## src/rtl/cwp_pkg.sv

```systemverilog
package cwp_pkg;
  // control register field positions (fixed by the register layout)
  localparam int SPLIT_BIT = 7;
  localparam int PMODE_BIT = 6;
  localparam int SPARE_BIT = 5;
  localparam int MSEL_LO   = 3;
  localparam int STREAM_LO = 0;

  typedef enum logic [1:0] {
    MSEL_NONE  = 2'b00,
    MSEL_DATA  = 2'b01,
    MSEL_CLOW  = 2'b10,
    MSEL_CHIGH = 2'b11
  } msel_e;

  typedef enum logic [2:0] {
    RD_ZERO,
    RD_CTRL,
    RD_DATA,
    RD_CLOW,
    RD_CHIGH
  } rdsrc_e;

  typedef struct packed {
    logic   ctrlLoad;
    logic   rdLoad;
    rdsrc_e rdSrc;
    logic   lowWe;
    logic   highWe;
  } strobe_t;
endpackage

```

## src/rtl/cwp_ctrl.sv

```systemverilog
module cwp_ctrl
  import cwp_pkg::*;
#(
  parameter int DATA_W   = 8,
  parameter int STREAM_W = 3,
  parameter int ADDR_W   = 6
) (
  input  logic                clk,
  input  logic                rstN,
  input  logic                req,
  input  logic                wr,
  input  logic [ADDR_W-1:0]   addr,
  input  logic [DATA_W-1:0]   wrData,
  output strobe_t             strobe,
  output logic [DATA_W-1:0]   ctrlQ,
  output logic [STREAM_W-1:0] stream,
  output logic                procMode
);
  localparam logic [DATA_W-1:0] KEEP_MASK = ~(DATA_W'(1) << SPARE_BIT);

  logic  isWindow;
  logic  splitOn;
  msel_e memSel;

  assign isWindow = addr[ADDR_W-1];
  assign splitOn  = ctrlQ[SPLIT_BIT];
  assign memSel   = msel_e'(ctrlQ[MSEL_LO+:2]);
  assign stream   = ctrlQ[STREAM_LO+:STREAM_W];
  assign procMode = ctrlQ[PMODE_BIT];

  always_ff @(posedge clk) begin
    if (!rstN) begin
      ctrlQ <= '0;
    end else if (strobe.ctrlLoad) begin
      ctrlQ <= wrData & KEEP_MASK;
    end
  end

  always_comb begin
    strobe       = '0;
    strobe.rdSrc = RD_ZERO;
    if (req) begin
      if (!isWindow) begin
        if (wr) begin
          strobe.ctrlLoad = 1'b1;
        end else begin
          strobe.rdLoad = 1'b1;
          strobe.rdSrc  = RD_CTRL;
        end
      end else if (wr) begin
        unique case (memSel)
          MSEL_CLOW:  strobe.lowWe  = 1'b1;
          MSEL_CHIGH: strobe.highWe = 1'b1;
          default:    ;
        endcase
      end else begin
        strobe.rdLoad = 1'b1;
        if (splitOn) begin
          strobe.rdSrc = RD_DATA;
        end else begin
          unique case (memSel)
            MSEL_DATA:  strobe.rdSrc = RD_DATA;
            MSEL_CLOW:  strobe.rdSrc = RD_CLOW;
            MSEL_CHIGH: strobe.rdSrc = RD_CHIGH;
            default:    strobe.rdSrc = RD_ZERO;
          endcase
        end
      end
    end
  end
endmodule

```

## src/rtl/cwp_datapath.sv

```systemverilog
module cwp_datapath
  import cwp_pkg::*;
#(
  parameter int DATA_W   = 8,
  parameter int STREAM_W = 3,
  parameter int CHAN_W   = 5
) (
  input  logic                       clk,
  input  logic                       rstN,
  input  strobe_t                    strobe,
  input  logic [STREAM_W-1:0]        stream,
  input  logic [CHAN_W-1:0]          chan,
  input  logic [DATA_W-1:0]          wrData,
  input  logic [DATA_W-1:0]          ctrlQ,
  input  logic [DATA_W-1:0]          dmRd,
  input  logic [DATA_W-1:0]          lowRd,
  input  logic [DATA_W-1:0]          highRd,
  output logic [DATA_W-1:0]          rdData,
  output logic [STREAM_W+CHAN_W-1:0] memAddr,
  output logic [DATA_W-1:0]          memWrData,
  output logic                       lowWe,
  output logic                       highWe
);
  logic [DATA_W-1:0] rdNext;

  generate
    if (STREAM_W > 0) begin : g_paged
      assign memAddr = {stream, chan};
    end else begin : g_flat
      assign memAddr = chan;
    end
  endgenerate

  assign memWrData = wrData;
  assign lowWe     = strobe.lowWe;
  assign highWe    = strobe.highWe;

  always_comb begin
    unique case (strobe.rdSrc)
      RD_CTRL:  rdNext = ctrlQ;
      RD_DATA:  rdNext = dmRd;
      RD_CLOW:  rdNext = lowRd;
      RD_CHIGH: rdNext = highRd;
      default:  rdNext = '0;
    endcase
  end

  always_ff @(posedge clk) begin
    if (!rstN) begin
      rdData <= '0;
    end else if (strobe.rdLoad) begin
      rdData <= rdNext;
    end
  end
endmodule

```

## src/rtl/cpu_window_port.sv

```systemverilog
module cpu_window_port
  import cwp_pkg::*;
#(
  parameter int DATA_W   = 8,
  parameter int STREAMS  = 8,
  parameter int CHANNELS = 32,
  localparam int STREAM_W = $clog2(STREAMS),
  localparam int CHAN_W   = $clog2(CHANNELS),
  localparam int ADDR_W   = CHAN_W + 1,
  localparam int MADDR_W  = STREAM_W + CHAN_W
) (
  input  logic               clk,
  input  logic               rstN,
  input  logic               req,
  input  logic               wr,
  input  logic [ADDR_W-1:0]  addr,
  input  logic [DATA_W-1:0]  wrData,
  output logic [DATA_W-1:0]  rdData,
  output logic [MADDR_W-1:0] memAddr,
  output logic [DATA_W-1:0]  memWrData,
  output logic               cmLowWe,
  output logic               cmHighWe,
  input  logic [DATA_W-1:0]  dmRdData,
  input  logic [DATA_W-1:0]  cmLowRdData,
  input  logic [DATA_W-1:0]  cmHighRdData,
  output logic               procMode
);
  strobe_t             strobe;
  logic [DATA_W-1:0]   ctrlQ;
  logic [STREAM_W-1:0] stream;

  cwp_ctrl #(.DATA_W(DATA_W), .STREAM_W(STREAM_W), .ADDR_W(ADDR_W)) u_ctrl (
    .clk(clk), .rstN(rstN), .req(req), .wr(wr), .addr(addr), .wrData(wrData),
    .strobe(strobe), .ctrlQ(ctrlQ), .stream(stream), .procMode(procMode)
  );

  cwp_datapath #(.DATA_W(DATA_W), .STREAM_W(STREAM_W), .CHAN_W(CHAN_W)) u_dp (
    .clk(clk), .rstN(rstN), .strobe(strobe), .stream(stream),
    .chan(addr[CHAN_W-1:0]), .wrData(wrData), .ctrlQ(ctrlQ),
    .dmRd(dmRdData), .lowRd(cmLowRdData), .highRd(cmHighRdData),
    .rdData(rdData), .memAddr(memAddr), .memWrData(memWrData),
    .lowWe(cmLowWe), .highWe(cmHighWe)
  );
endmodule

```

## config.mk

```make
export PLATFORM = sky130hd
export DESIGN_NAME = cpu_window_port
export DESIGN_NICKNAME = d
export VERILOG_FILES = /design/src/rtl/cwp_pkg.sv /design/src/rtl/cwp_ctrl.sv /design/src/rtl/cwp_datapath.sv /design/src/rtl/cpu_window_port.sv
export SDC_FILE = /design/constraint.sdc
export NUM_CORES = 1
export LEC_CHECK = 0
export ABC_AREA = 1
export CORE_UTILIZATION = 34
export CTS_BUF_LIST = sky130_fd_sc_hd__clkbuf_4 sky130_fd_sc_hd__clkbuf_8
export CTS_CLUSTER_SIZE = 30
export DETAILED_ROUTE_END_ITERATION = 12
export PLACE_DENSITY = 0.76
export SYNTH_ARGS = -nofsm -noshare
export SYNTH_HDL_FRONTEND = slang
export SYNTH_SLANG_ARGS = --single-unit
```

## constraint.sdc

```tcl
create_clock -name clk -period 1.52 [get_ports clk]
set_clock_uncertainty 0.05 [all_clocks]
set_input_delay 0.304 -clock clk [delete_from_list [all_inputs] [get_ports clk]]
set_output_delay 0.304 -clock clk [all_outputs]
set_load 0.05 [all_outputs]
```

==> impl_metrics.ini <==
[status]
status = finished, violations left
violations = design-rule violations, negative setup slack

[global_routing]
grt_use_total_pct = 20.37
grt-ovfl-total = 0
grt_max_degree = 17
grt_pass1_wl_um = 5395
grt_pass1_vias = 1299
antenna_found_initial = 0

[floorplan]
row_count = 19
start_util_pct = 37.28
die_x_um = 57.93
die_h_um = 57.93
core_area_sq_um = 2853
die-area_sq_um = 3356
io_pins = 69

[job]
cap_violations = 0

[logic_synthesis]
synthSimpleGateAreaFrac_pct = 43.29
synth_edf_count = 0
synth_nets = 197
synth.avg_cell_area_sq_um = 6.951
synthFlopType = dfxtp_1
synth_area_sq_um = 1064
synth_xor_area_share_pct = 0
synth_compound_area_share_pct = 9.059
synthMuxAreaShare_pct = 0
ys_async_sr_fraction_pct = 0
synth_top_family_by_area = simple AND/OR/NAND/NOR gates
synth-adder-area-share_pct = 2.353
ys_ff_latch = 15
syn_inst = 153
ys_warn_count = 0
ys_seq_area_share_pct = 28.24
ys_types = 20

[timing]
timing.final.ws_setup_ns = -0.1052
worst_slew_pin_slew_ns = 0.2873
fmax_mhz = 615.3
setup_tns_ns = -0.5588
rsz0062_at_grt = true
relSlewSlack_pct = 80.83
fin_crit_sh_pct = 106.9
hold_viol_final = 0
slew_violations = 0
fin_crit_ns = 1.625
setup_viol = 9

[finish]
syn2layout_area_growth_pct = 95.77
layout-drive-gt1-share_pct = 34.42
layout_commonest_cell = clkdlybuf4s50_1
fillers = 211
fin_nets = 260
mostFrequentLayoutCells = 32 x clkdlybuf4s50_1, 26 x nand2_1, 24 x nand4_1, 24 x buf_12, 21 x nor2_1
final_core_util_pct = 72.98
instances_no_fill = 246
diodes = 0

[detailed_routing]
viasPerCell = 5.443
wl_per_cell_um = 14.52
drtIter0Drc = 44
finalWirelength_um = 3572
antenna_left = 0
drc = 4
drtPass1Iterations = 8
vias = 1339

[setup_path]
start_kind = flip-flop
crit_arrival_ns = 1.27
endpoint_kind = output port
critPathSlowestCell = dfxtp_4
critPathTopFamily = flip-flops
crit_fanout = 2
slowest_delay_ns = 0.38
crit_chain = buf_6 -> ha_4 -> nor3b_4 -> buf_12
path_class = flip-flop to output port
crit_required_ns = 1.17
path_buf_inv = 2

[clocking]
clock-root-buffer = clkbuf_4
cts_tree = yes
cts_sinks = 15
cts_buffers = 3
clk_pin_slew_ns = 0.11
clock_path_buffers = 2
holdBufCountCts = 0
clk-insertion-delay-late_ns = 0.30
htree_levels = 1

[place]
dp_hpwl_um = 2573
place_congestion = 0.9367
io_buffers = 56
preCtsSetupSlack_ns = -0.3358
dp_cells = 237

[power]
vdd_ir_drop_max_uv = 508.5
p_leak_nw = 0.8947
p_per_area_nw_per_um2 = 521.6

[hold_path]
hp-class = flip-flop to flip-flop
cell usage after synthesis (2+ instances only):
| master | count | area share (%) |
|---|---|---|
| nand2_1 | 28 | 9.9 |
| a21oi_1 | 9 | 4.2 |
| nor2_1 | 22 | 7.8 |
| ha_1 | 2 | 2.4 |
| nand4_1 | 24 | 14 |
| inv_2 | 3 | 1.1 |
| o21ai_0 | 7 | 3.3 |
| buf_4 | 17 | 12 |
| nand3_1 | 8 | 3.8 |
| nor3b_1 | 2 | 1.4 |
| nor2_2 | 2 | 1.2 |
| inv_1 | 7 | 2.5 |
| dfxtp_1 | 15 | 28 |
metrics by stage:
stage | hold WS (ns) | total power, W | area [sq um]
floorplan | 0.3889 | 0.0006431 | 1086
global placement | 0.4416 | 0.0008166 | 1909
detailed placement | 0.4439 | 0.0008222 | 1909
CTS | 0.4580 | 0.001078 | 2006
global route | 0.4740 | 0.001136 | 2082
finish | 0.4581 | 0.001086 | 2082
layer usage:
metal | part of all wire (%) | vias up | global-route usage [%]
met2 | 52 | 67 | 38.26
met1 | 40 | 626 | 22.73
met4 | 0.81 | 0 | 7.143
met3 | 7.5 | 8 | 3.795
li1 | - | 638 | -
met5 | 0 | - | 0
tightest hold or removal path, cell delays in order, from the launching register on:
cell	delay, ns
dfxtp_1	0.35
nand2_1	0.07
a21oi_1	0.05
cell type report:
cell class / instances / area [sq um] / share of cell area (%)
Tap cell: 31 / 38.79 / 1.863
Clock buffer: 3 / 22.52 / 1.082
Inverter: 10 / 37.54 / 1.803
Sequential cell: 15 / 305.3 / 14.66
Clock inverter: 1 / 5.005 / 0.2404
Multi-Input combinational cell: 109 / 686.9 / 32.99
Timing Repair Buffer: 77 / 985.9 / 47.36
kinds of logic (layout without fill, tap and decap cells):
| kind of cell | count (synthesis) | after routing |
|---|---|---|
| compound gates | 17 | 17 |
| fa+ha+maj | 2 | 2 |
| buf+inv | 29 | 91 |
| flops | 15 | 15 |
| simple gates | 90 | 90 |
flip-flops by register name, indices dropped and copies added (netlist names):
register	cells
u_ctrl.ctrlQ	7
u_dp.rdData	8
path summary, 6_finish.rpt:
check | from | end | slack (ns) | cells after the start
min reg2reg | u_dp.rdData[0] | u_dp.rdData[0] | 0.46 | 2
min | u_dp.rdData[0] | u_dp.rdData[0] | 0.46 | 2
max reg2reg | u_ctrl.ctrlQ[3] | u_dp.rdData[3] | -0.07 | 10
max | u_ctrl.ctrlQ[4] | cmHighWe | -0.11 | 4
report_power, final:
part	leakage, nW	internal, W	switching [W]	total [W]
Combinational	0.754	0.000217	0.000200	0.000416
Clock	0.0177	0.0000980	0.000145	0.000243
Sequential	0.123	0.000408	0.0000191	0.000427
timing repair:
item / 4_1_cts / 5_1_grt
setup buffers: 2 / 2
pin swaps: 6 / 11
cloned: 0 / 1
setup endpoints to repair: 10 / 10
gates resized for setup: 19 / 15
Power figures use the tool's default switching activity.
